===== src/rtl/dma_rf_pkg.sv =====
package dma_rf_pkg;
  localparam int CH_BASE     = 'h80;
  localparam int CH_STRIDE   = 16;
  localparam int OFS_MADR    = 0;
  localparam int OFS_BCR     = 4;
  localparam int OFS_CTRL    = 8;
  localparam int PCR_OFS     = 'hF0;
  localparam int ICR_OFS     = 'hF4;
  localparam int GO_BIT      = 24;
  localparam logic [31:0] ICR_RW_MASK = 32'h00FF803F;
  localparam int ICR_BERR    = 15;
  localparam int ICR_EN_LSB  = 16;
  localparam int ICR_GLB     = 23;
  localparam int ICR_FLG_LSB = 24;
  localparam int ICR_SENT    = 31;
endpackage


===== src/rtl/dma_chan_regs.sv =====
module dma_chan_regs #(
  parameter int DW = 32,
  parameter int GO = 24
) (
  input  logic          clk_i,
  input  logic          rst_ni,
  input  logic          wr_madr_i,
  input  logic          wr_bcr_i,
  input  logic          wr_ctrl_i,
  input  logic [DW-1:0] wdata_i,
  input  logic          en_i,
  input  logic          done_i,
  output logic [DW-1:0] madr_o,
  output logic [DW-1:0] bcr_o,
  output logic [DW-1:0] ctrl_o,
  output logic          start_o
);
  always_ff @(posedge clk_i or negedge rst_ni) begin
    if (!rst_ni) begin
      madr_o  <= '0;
      bcr_o   <= '0;
      ctrl_o  <= '0;
      start_o <= 1'b0;
    end else begin
      start_o <= wr_ctrl_i && wdata_i[GO] && en_i;
      if (wr_madr_i) madr_o <= wdata_i;
      if (wr_bcr_i)  bcr_o  <= wdata_i;
      // software write wins over engine completion
      if (wr_ctrl_i)   ctrl_o     <= wdata_i;
      else if (done_i) ctrl_o[GO] <= 1'b0;
    end
  end
endmodule


===== src/rtl/dma_icr.sv =====
module dma_icr
  import dma_rf_pkg::*;
#(
  parameter int NUM_CH = 7
) (
  input  logic              clk_i,
  input  logic              rst_ni,
  input  logic              wr_i,
  input  logic [31:0]       wdata_i,
  input  logic [NUM_CH-1:0] done_i,
  output logic [31:0]       icr_o,
  output logic              irq_o
);
  logic [31:0]       rw_q, rw_d;
  logic [NUM_CH-1:0] flg_q, flg_d, flg_clr, flg_set;
  logic              sent_q, master;

  always_comb begin
    rw_d    = wr_i ? (wdata_i & ICR_RW_MASK) : rw_q;
    flg_clr = wr_i ? wdata_i[ICR_FLG_LSB +: NUM_CH] : '0;
    flg_set = done_i & rw_q[ICR_EN_LSB +: NUM_CH];
    // completion set has priority over write-one-to-clear
    flg_d   = (flg_q & ~flg_clr) | flg_set;
    master  = (rw_d[ICR_GLB] && (|flg_d)) || rw_d[ICR_BERR];
  end

  always_ff @(posedge clk_i or negedge rst_ni) begin
    if (!rst_ni) begin
      rw_q   <= '0;
      flg_q  <= '0;
      sent_q <= 1'b0;
      irq_o  <= 1'b0;
    end else begin
      rw_q   <= rw_d;
      flg_q  <= flg_d;
      sent_q <= master;
      irq_o  <= master && !sent_q;
    end
  end

  always_comb begin
    icr_o = rw_q;
    icr_o[ICR_FLG_LSB +: NUM_CH] = flg_q;
    icr_o[ICR_SENT] = sent_q;
  end
endmodule


===== src/rtl/dma_regfile.sv =====
module dma_regfile
  import dma_rf_pkg::*;
#(
  parameter int          NUM_CH  = 7,
  parameter int          GAP_CH  = 5,
  parameter int          AW      = 8,
  parameter int          DW      = 32,
  parameter logic [31:0] PCR_RST = 32'h07654321
) (
  input  logic              clk_i,
  input  logic              rst_ni,
  input  logic              we_i,
  input  logic [AW-1:0]     addr_i,
  input  logic [DW-1:0]     wdata_i,
  output logic [DW-1:0]     rdata_o,
  input  logic [NUM_CH-1:0] done_i,
  output logic [NUM_CH-1:0] start_o,
  output logic              irq_o
);
  localparam logic [AW-1:0] A_PCR = AW'(PCR_OFS);
  localparam logic [AW-1:0] A_ICR = AW'(ICR_OFS);

  logic [DW-1:0]     madr [NUM_CH];
  logic [DW-1:0]     bcr  [NUM_CH];
  logic [DW-1:0]     ctrl [NUM_CH];
  logic [NUM_CH-1:0] wr_madr, wr_bcr, wr_ctrl, busy;
  logic [31:0]       pcr_q, icr_q;
  logic              wr_pcr, wr_icr;

  assign wr_pcr = we_i && (addr_i == A_PCR);
  assign wr_icr = we_i && (addr_i == A_ICR);

  for (genvar n = 0; n < NUM_CH; n++) begin : g_ch
    localparam logic [AW-1:0] A_M = AW'(CH_BASE + CH_STRIDE*n + OFS_MADR);
    localparam logic [AW-1:0] A_B = AW'(CH_BASE + CH_STRIDE*n + OFS_BCR);
    localparam logic [AW-1:0] A_C = AW'(CH_BASE + CH_STRIDE*n + OFS_CTRL);
    localparam bit LIVE = (n != GAP_CH);

    assign wr_madr[n] = LIVE && we_i && (addr_i == A_M);
    assign wr_bcr[n]  = LIVE && we_i && (addr_i == A_B);
    assign wr_ctrl[n] = LIVE && we_i && (addr_i == A_C);
    assign busy[n]    = ctrl[n][GO_BIT];

    dma_chan_regs #(.DW(DW), .GO(GO_BIT)) u_ch (
      .clk_i     (clk_i),
      .rst_ni    (rst_ni),
      .wr_madr_i (wr_madr[n]),
      .wr_bcr_i  (wr_bcr[n]),
      .wr_ctrl_i (wr_ctrl[n]),
      .wdata_i   (wdata_i),
      .en_i      (pcr_q[4*n+3]),
      .done_i    (done_i[n]),
      .madr_o    (madr[n]),
      .bcr_o     (bcr[n]),
      .ctrl_o    (ctrl[n]),
      .start_o   (start_o[n])
    );
  end

  always_ff @(posedge clk_i or negedge rst_ni) begin
    if (!rst_ni)     pcr_q <= PCR_RST;
    else if (wr_pcr) pcr_q <= wdata_i;
  end

  dma_icr #(.NUM_CH(NUM_CH)) u_icr (
    .clk_i   (clk_i),
    .rst_ni  (rst_ni),
    .wr_i    (wr_icr),
    .wdata_i (wdata_i),
    .done_i  (done_i),
    .icr_o   (icr_q),
    .irq_o   (irq_o)
  );

  always_comb begin
    rdata_o = '0;
    if (addr_i == A_PCR) rdata_o = pcr_q;
    if (addr_i == A_ICR) rdata_o = icr_q;
    for (int n = 0; n < NUM_CH; n++) begin
      if (addr_i == AW'(CH_BASE + CH_STRIDE*n + OFS_MADR)) rdata_o = madr[n];
      if (addr_i == AW'(CH_BASE + CH_STRIDE*n + OFS_BCR))  rdata_o = bcr[n];
      if (addr_i == AW'(CH_BASE + CH_STRIDE*n + OFS_CTRL)) rdata_o = ctrl[n];
    end
  end
endmodule


===== config.mk =====
export PLATFORM = sky130hd
export DESIGN_NAME = dma_regfile
export DESIGN_NICKNAME = d
export VERILOG_FILES = /design/src/rtl/dma_rf_pkg.sv /design/src/rtl/dma_chan_regs.sv /design/src/rtl/dma_icr.sv /design/src/rtl/dma_regfile.sv
export SDC_FILE = /design/constraint.sdc
export NUM_CORES = 1
export LEC_CHECK = 0
export BUFFER_PORTS_ARGS = -buffer_cell sky130_fd_sc_hd__clkbuf_2
export CORE_UTILIZATION = 56
export DETAILED_ROUTE_END_ITERATION = 8
export GPL_TIMING_DRIVEN = 1
export HOLD_SLACK_MARGIN = 0.06
export PLACE_DENSITY = 0.76
export SLEW_MARGIN = 30
export SYNTH_ARGS = -nofsm -noshare
export SYNTH_HDL_FRONTEND = slang
export SYNTH_SLANG_ARGS = --single-unit

===== constraint.sdc =====
create_clock -name clk_i -period 2 [get_ports clk_i]
set_clock_uncertainty 0.05 [all_clocks]
set_input_delay 0.1 -clock clk_i [delete_from_list [all_inputs] [get_ports clk_i]]
set_output_delay 0.1 -clock clk_i [all_outputs]
set_load 0.02 [all_outputs]

### After elaboration in Yosys (flattened, before gate mapping)

Index checks and enable logic that the tools add are counted.

* flip-flop bits (word level): 638
* word-level logic and storage cells: 143

* equality and inequality tests: 23
* mux-type cells: 37
* bitwise operators: 4
* reductions and logical operators: 43

Operator list (number)
* 32-bit 2-to-1 mux: 23
* 8-bit == test (second input constant): 23
* 1-bit logical AND: 34
* 24-bit 2-to-1 mux: 1
* 7-bit bitwise AND: 2
* 1-bit 2-to-1 mux: 12
* 2-bit nonzero test: 6
* 7-bit 2-to-1 mux: 1
* 7-bit NOT: 1
* 7-bit bitwise OR: 1
* 7-bit OR reduction: 1
* 1-bit logical NOT: 1
* 1-bit logical OR: 1

### Depth between registers and ports, before layout

* word-level depth: 24
* depth in mapped cells: 10

### Hierarchy

Synthesis repeated with hierarchy kept, for this count alone.

* cell total of the unflattened synthesis: 2783
* area total of the unflattened synthesis: 38070.3 um^2

By module, submodules not included
* dma_chan_regs: times used 7, cells each 207, area each 4051.4 um^2, sequential area each 2427.3 um^2
* dma_regfile: times used 1, cells each 1254, area each 8664.6 um^2, sequential area each 815.8 um^2
* dma_icr: times used 1, cells each 80, area each 1046.0 um^2, sequential area each 600.6 um^2

### Least setup slack after synthesis

OpenSTA, ideal clock, no wires.

* kind: input-to-output
* start point: input port addr_i[1]
* end point: output port rdata_o[16]
* data arrival time: 2.245 ns
* setup slack: -0.395 ns
* stages on the path: 9
* path buffers: 3
* cells stage by stage: buf_2 or4b_1 buf_2 buf_4 a21oi_1 a221oi_1 o311ai_1 nand3_1 a221oi_1

* longest elaborated chain between the ends: 24
* elaborated cells on any way between the ends: 46

Ends and longest elaborated chain
* start: declaration: line dma_regfile.sv:13 `input logic [AW-1:0] addr_i,`
* 8-bit == test: line dma_regfile.sv:77 `if (addr_i == A_PCR) rdata_o = pcr_q;`
* 32-bit 2-to-1 mux: line dma_regfile.sv:77
* 32-bit 2-to-1 mux: line dma_regfile.sv:78 `if (addr_i == A_ICR) rdata_o = icr_q;`
* 32-bit 2-to-1 mux: line dma_regfile.sv:80 `if (addr_i == AW'(CH_BASE + CH_STRIDE*n + OFS_MADR)) rdata_o = madr[n];`
* 32-bit 2-to-1 mux: line dma_regfile.sv:81 `if (addr_i == AW'(CH_BASE + CH_STRIDE*n + OFS_BCR)) rdata_o = bcr[n];`
* 32-bit 2-to-1 mux: line dma_regfile.sv:82 `if (addr_i == AW'(CH_BASE + CH_STRIDE*n + OFS_CTRL)) rdata_o = ctrl[n];`
* 32-bit 2-to-1 mux: line dma_regfile.sv:80
* 32-bit 2-to-1 mux: line dma_regfile.sv:81
* (+8 left out)
* 32-bit 2-to-1 mux: line dma_regfile.sv:81
* 32-bit 2-to-1 mux: line dma_regfile.sv:82
* 32-bit 2-to-1 mux: line dma_regfile.sv:80
* 32-bit 2-to-1 mux: line dma_regfile.sv:81
* 32-bit 2-to-1 mux: line dma_regfile.sv:82
* 32-bit 2-to-1 mux: line dma_regfile.sv:80
* 32-bit 2-to-1 mux: line dma_regfile.sv:81
* 32-bit 2-to-1 mux *: line dma_regfile.sv:82
* end: declaration: line dma_regfile.sv:15 `output logic [DW-1:0] rdata_o,`

Every way passes the cells marked *; elsewhere a longest branch is shown, timed or not.

### Final worst setup path

* start point: register pcr_q[24]
* end point: output port rdata_o[24]

* longest elaborated chain between the ends: 23

Ends and longest elaborated chain
* start: declaration: line dma_regfile.sv:27 `logic [31:0] pcr_q, icr_q;`
* start signal: assignment: line dma_regfile.sv:62 `else if (wr_pcr) pcr_q <= wdata_i;`
* 32-bit 2-to-1 mux: line dma_regfile.sv:77
* 32-bit 2-to-1 mux: line dma_regfile.sv:78
* 32-bit 2-to-1 mux: line dma_regfile.sv:80
* 32-bit 2-to-1 mux: line dma_regfile.sv:81
* 32-bit 2-to-1 mux: line dma_regfile.sv:82
* 32-bit 2-to-1 mux: line dma_regfile.sv:80
* 32-bit 2-to-1 mux: line dma_regfile.sv:81
* 32-bit 2-to-1 mux: line dma_regfile.sv:82
* (+7 left out)
* 32-bit 2-to-1 mux: line dma_regfile.sv:81
* 32-bit 2-to-1 mux: line dma_regfile.sv:82
* 32-bit 2-to-1 mux: line dma_regfile.sv:80
* 32-bit 2-to-1 mux: line dma_regfile.sv:81
* 32-bit 2-to-1 mux: line dma_regfile.sv:82
* 32-bit 2-to-1 mux: line dma_regfile.sv:80
* 32-bit 2-to-1 mux: line dma_regfile.sv:81
* 32-bit 2-to-1 mux: line dma_regfile.sv:82

Every way passes these cells.

==> results.ini <==
[detailed_routing]
num_vias=24600
drtIter0Drc=3284
antenna_left=0
wirelength_um=107000
via_per_inst=7.05
firstDrtPassIters=7
wl_per_cell_um=30.8
drc_errors=0

[die]
fp.dieH_um=231
dieArea_um2=53300
die_w_um=231
core_area_um2=51500
rows=83
start_util_pct=57.0
io_pins=90

[clocking]
cts_root_buf=clkbuf_16
clk_pin_slew_worst_paths_ps=60
cts_tree=built
cts.path.max_buffers=3
htreeDepth=3
clk_latency_ps=620
cts_made_buffers=67
cts_sinks=638

[global_routing]
antenna_found_initial=5
grt_pass1_wl_um=153000
grt_max_degree=83
grt_usage_pct=38.2
grt_overflow_total=0
grt_pass1_vias=25000

[final_layout]
fillerInstances=2883
ff_latch_area_um2=16000
final_nets=2808
final_core_util_pct=75.0
area_growth_pct=31.6
postLayoutCellArea_um2=38600
multiInputGateArea_um2=13800
drive_above_1_share_pct=53.1

[critical_path]
path_cells=a31o_4 -> a221oi_2 -> a2111oi_4 -> o211ai_1 -> a221oi_2 -> buf_4
timing.rr.end=u_icr.irq_o
cp_slowest_cell=dfstp_2
worst-path-max-fanout=2
critical_path_class=reg -> out
rr_worst_depth=6
cp-endpoint=rdata_o[24]
cpMostUsedCell=a221oi_2
reg2reg_slack_ps=100
critPathTopFamily=compound AO/OA/AOI/OAI gates
path_depth=6
startpoint_type=register
end_kind=output pin
crit_path_start=pcr_q[24]
cpPeakStageDelay_ps=560
worstPathArrival_ps=2610
cp.required_ps=1850
r2r-start=u_icr.rw_q[16]
critPathBufInv=1

[yosys]
synthAdderAreaFrac_pct=0
synth_top_area_share_pct=53.4
seq_area_frac_synth_pct=54.4
synth-async-reset-ratio_pct=100
ys_ff_latch=638
synth_mux_area_share_pct=23.8
synth_xor_xnor_area_share_pct=0
syn_area_per_cell_um2=12.6
synth_edf_count=0
synth-compound-area-share_pct=12.4
syn_inst=2337
synth.cell_area_um2=29400
yosysUniqueCellTypes=82
synth_simple_gate_area_share_pct=5.55
yosys-top-cells-area=dfrtp_1 (53%), mux2_2 (23%), a221oi_1 (1.8%), clkbuf_1 (1.5%), nand2_1 (1.5%)
synth_top_family_by_area=multiplexers
yosys.area.top_type=dfrtp_1
syn-num-nets=2387
ys_warn_count=0
synth_ff_type=dfrtp_1

[sta]
post-route-period-util_pct=138
hold_violations=0
period_minus_slack_ps=2760
rsz0062_at_grt=yes
holdWs_ps=76.7
fmax_mhz=362
setup_viol=32
finalMaxSlewViolations=0
fin_ws_ps=-760
worst_pin_slew_ps=819
relSlewSlack_pct=45.3

[placement]
portBuffers=88
place_area_um2=33600
gp_congestion=0.959
hpwl_um=66100

[hold_path]
hold_depth=2
hold_path_class=in -> reg

[power_and_ir_drop]
vdd_ir_drop_max_mv=0.690
power_leakage_uw=0.0187
power_density_nw_per_um2=738

[outcome]
violations=negative setup slack
status=finished with violations

[job]
max_cap_violations=0

-- registers in the layout (all words and copies together), names as in the netlist, 6 cells and up --
name and count:
pcr_q 32, u_icr.rw_q 15, g_ch.u_ch.bcr_o 192, g_ch.u_ch.ctrl_o 192, g_ch.u_ch.madr_o 192, u_icr.flg_q 7, g_ch.u_ch.start_o 6
-- cell families (layout without fill, tap and decap cells) --
| group | Yosys count | after routing |
|---|---|---|
| DFF | 638 | 638 |
| AOI/OAI and AO/OA | 512 | 512 |
| other | 1 | 3 |
| buffers and inverters | 243 | 709 |
| and+or+nand+nor | 321 | 321 |
| muxes | 622 | 622 |
-- layout make-up --
type / instances / area share (%)
repair buffers: 590 / 15.4
inverters: 5 / 0.0486
flip-flops and latches: 638 / 41.4
multi-input cells: 1456 / 35.6
clock inverters: 13 / 0.259
diodes: 2 / 0.0130
clock buffers: 101 / 5.09
well taps: 680 / 2.20
-- how the worst min path moves through the flow --
stage	start	endpoint	slack, ps
CTS	wdata_i[5]	g_ch[0].u_ch.bcr_o[5]	60
global route	wdata_i[9]	g_ch[4].u_ch.ctrl_o[9]	110
floorplan	rst_ni	g_ch[0].u_ch.bcr_o[0]	-250
detailed placement	rst_ni	g_ch[6].u_ch.ctrl_o[6]	40
finish	wdata_i[9]	g_ch[4].u_ch.bcr_o[9]	80
global placement	rst_ni	g_ch[6].u_ch.ctrl_o[6]	30
-- power breakdown --
part	switching [uW]	leakage, uW	internal (uW)
sequential	449	0.00874	13600
combinational	1320	0.00894	1070
clock	5190	0.00102	6900
total	6960	0.0187	21500
-- cell usage in the layout (no fill, tap or decap), drive strengths merged, types with 49 or more instances in the layout --
cell type	count
a21oi	82
a221oi	62
a22oi	49
buf	489
clkbuf	170
dfrtp	626
mux2	609
nand2	121
nor2	90
o21ai	90
-- synthesized netlist by cell type (5+ instances only) --
| library cell | instances |
|---|---|
| a22oi_1 | 49 |
| a21oi_1 | 80 |
| mux2i_1 | 13 |
| inv_1 | 5 |
| a221o_1 | 10 |
| o211ai_1 | 8 |
| o22ai_1 | 48 |
| buf_2 | 78 |
| nand3b_1 | 7 |
| nor3_1 | 12 |
| nand3_1 | 16 |
| dfstp_2 | 12 |
| nor3b_1 | 5 |
| nor2_1 | 79 |
| nand4_1 | 9 |
| mux2_1 | 7 |
| clkbuf_1 | 115 |
| a31oi_1 | 12 |
| nand4b_1 | 6 |
| o2bb2ai_1 | 10 |
| nand2_2 | 6 |
| a2111oi_0 | 7 |
| a22o_1 | 13 |
| mux2_2 | 602 |
| o21ai_0 | 86 |
| a211oi_1 | 8 |
| dfrtp_1 | 626 |
| nor2_2 | 7 |
| o221ai_1 | 26 |
| o31ai_1 | 11 |
| a21o_1 | 5 |
| a2bb2oi_1 | 8 |
| buf_1 | 24 |
| a222oi_1 | 21 |
| nand2_1 | 115 |
| a41oi_1 | 11 |
| a221oi_1 | 61 |
| and3_1 | 11 |
| and2_1 | 6 |
| buf_4 | 16 |
| nor4_1 | 11 |
-- metrics by stage --
step           setup slack, ps  instances  TNS (ps)  power [uW]
6_report                  -760       3485    -17350       28500
5_1_grt                   -762       3484    -17840       29200
4_1_cts                   -722       3436    -14420       28200
3_5_place_dp              -738       3248   -176190       16100
3_3_place_gp              -695       3248   -155120       16000
2_1_floorplan             -123       2337      -965       15100
-- per-layer routing --
metal	GRT usage [%]	up-vias	part of all wire (%)
li1	-	9627	-
met2	58.6	1960	45
met3	9.67	512	12
met5	0	-	0.012
met4	20.6	2	6.2
met1	50.0	12500	36
-- repair_timing --
action / in CTS / in global routing
pin swaps: 69 / 74
hold buffers: 32 / 0
setup buffers: 49 / 51
cloned: 1 / 1
gates resized for setup: 252 / 162
hold endpoints to repair: 837 / 0
endpoints found under the setup margin: 32 / 32
(Power assumes the default switching activity.)
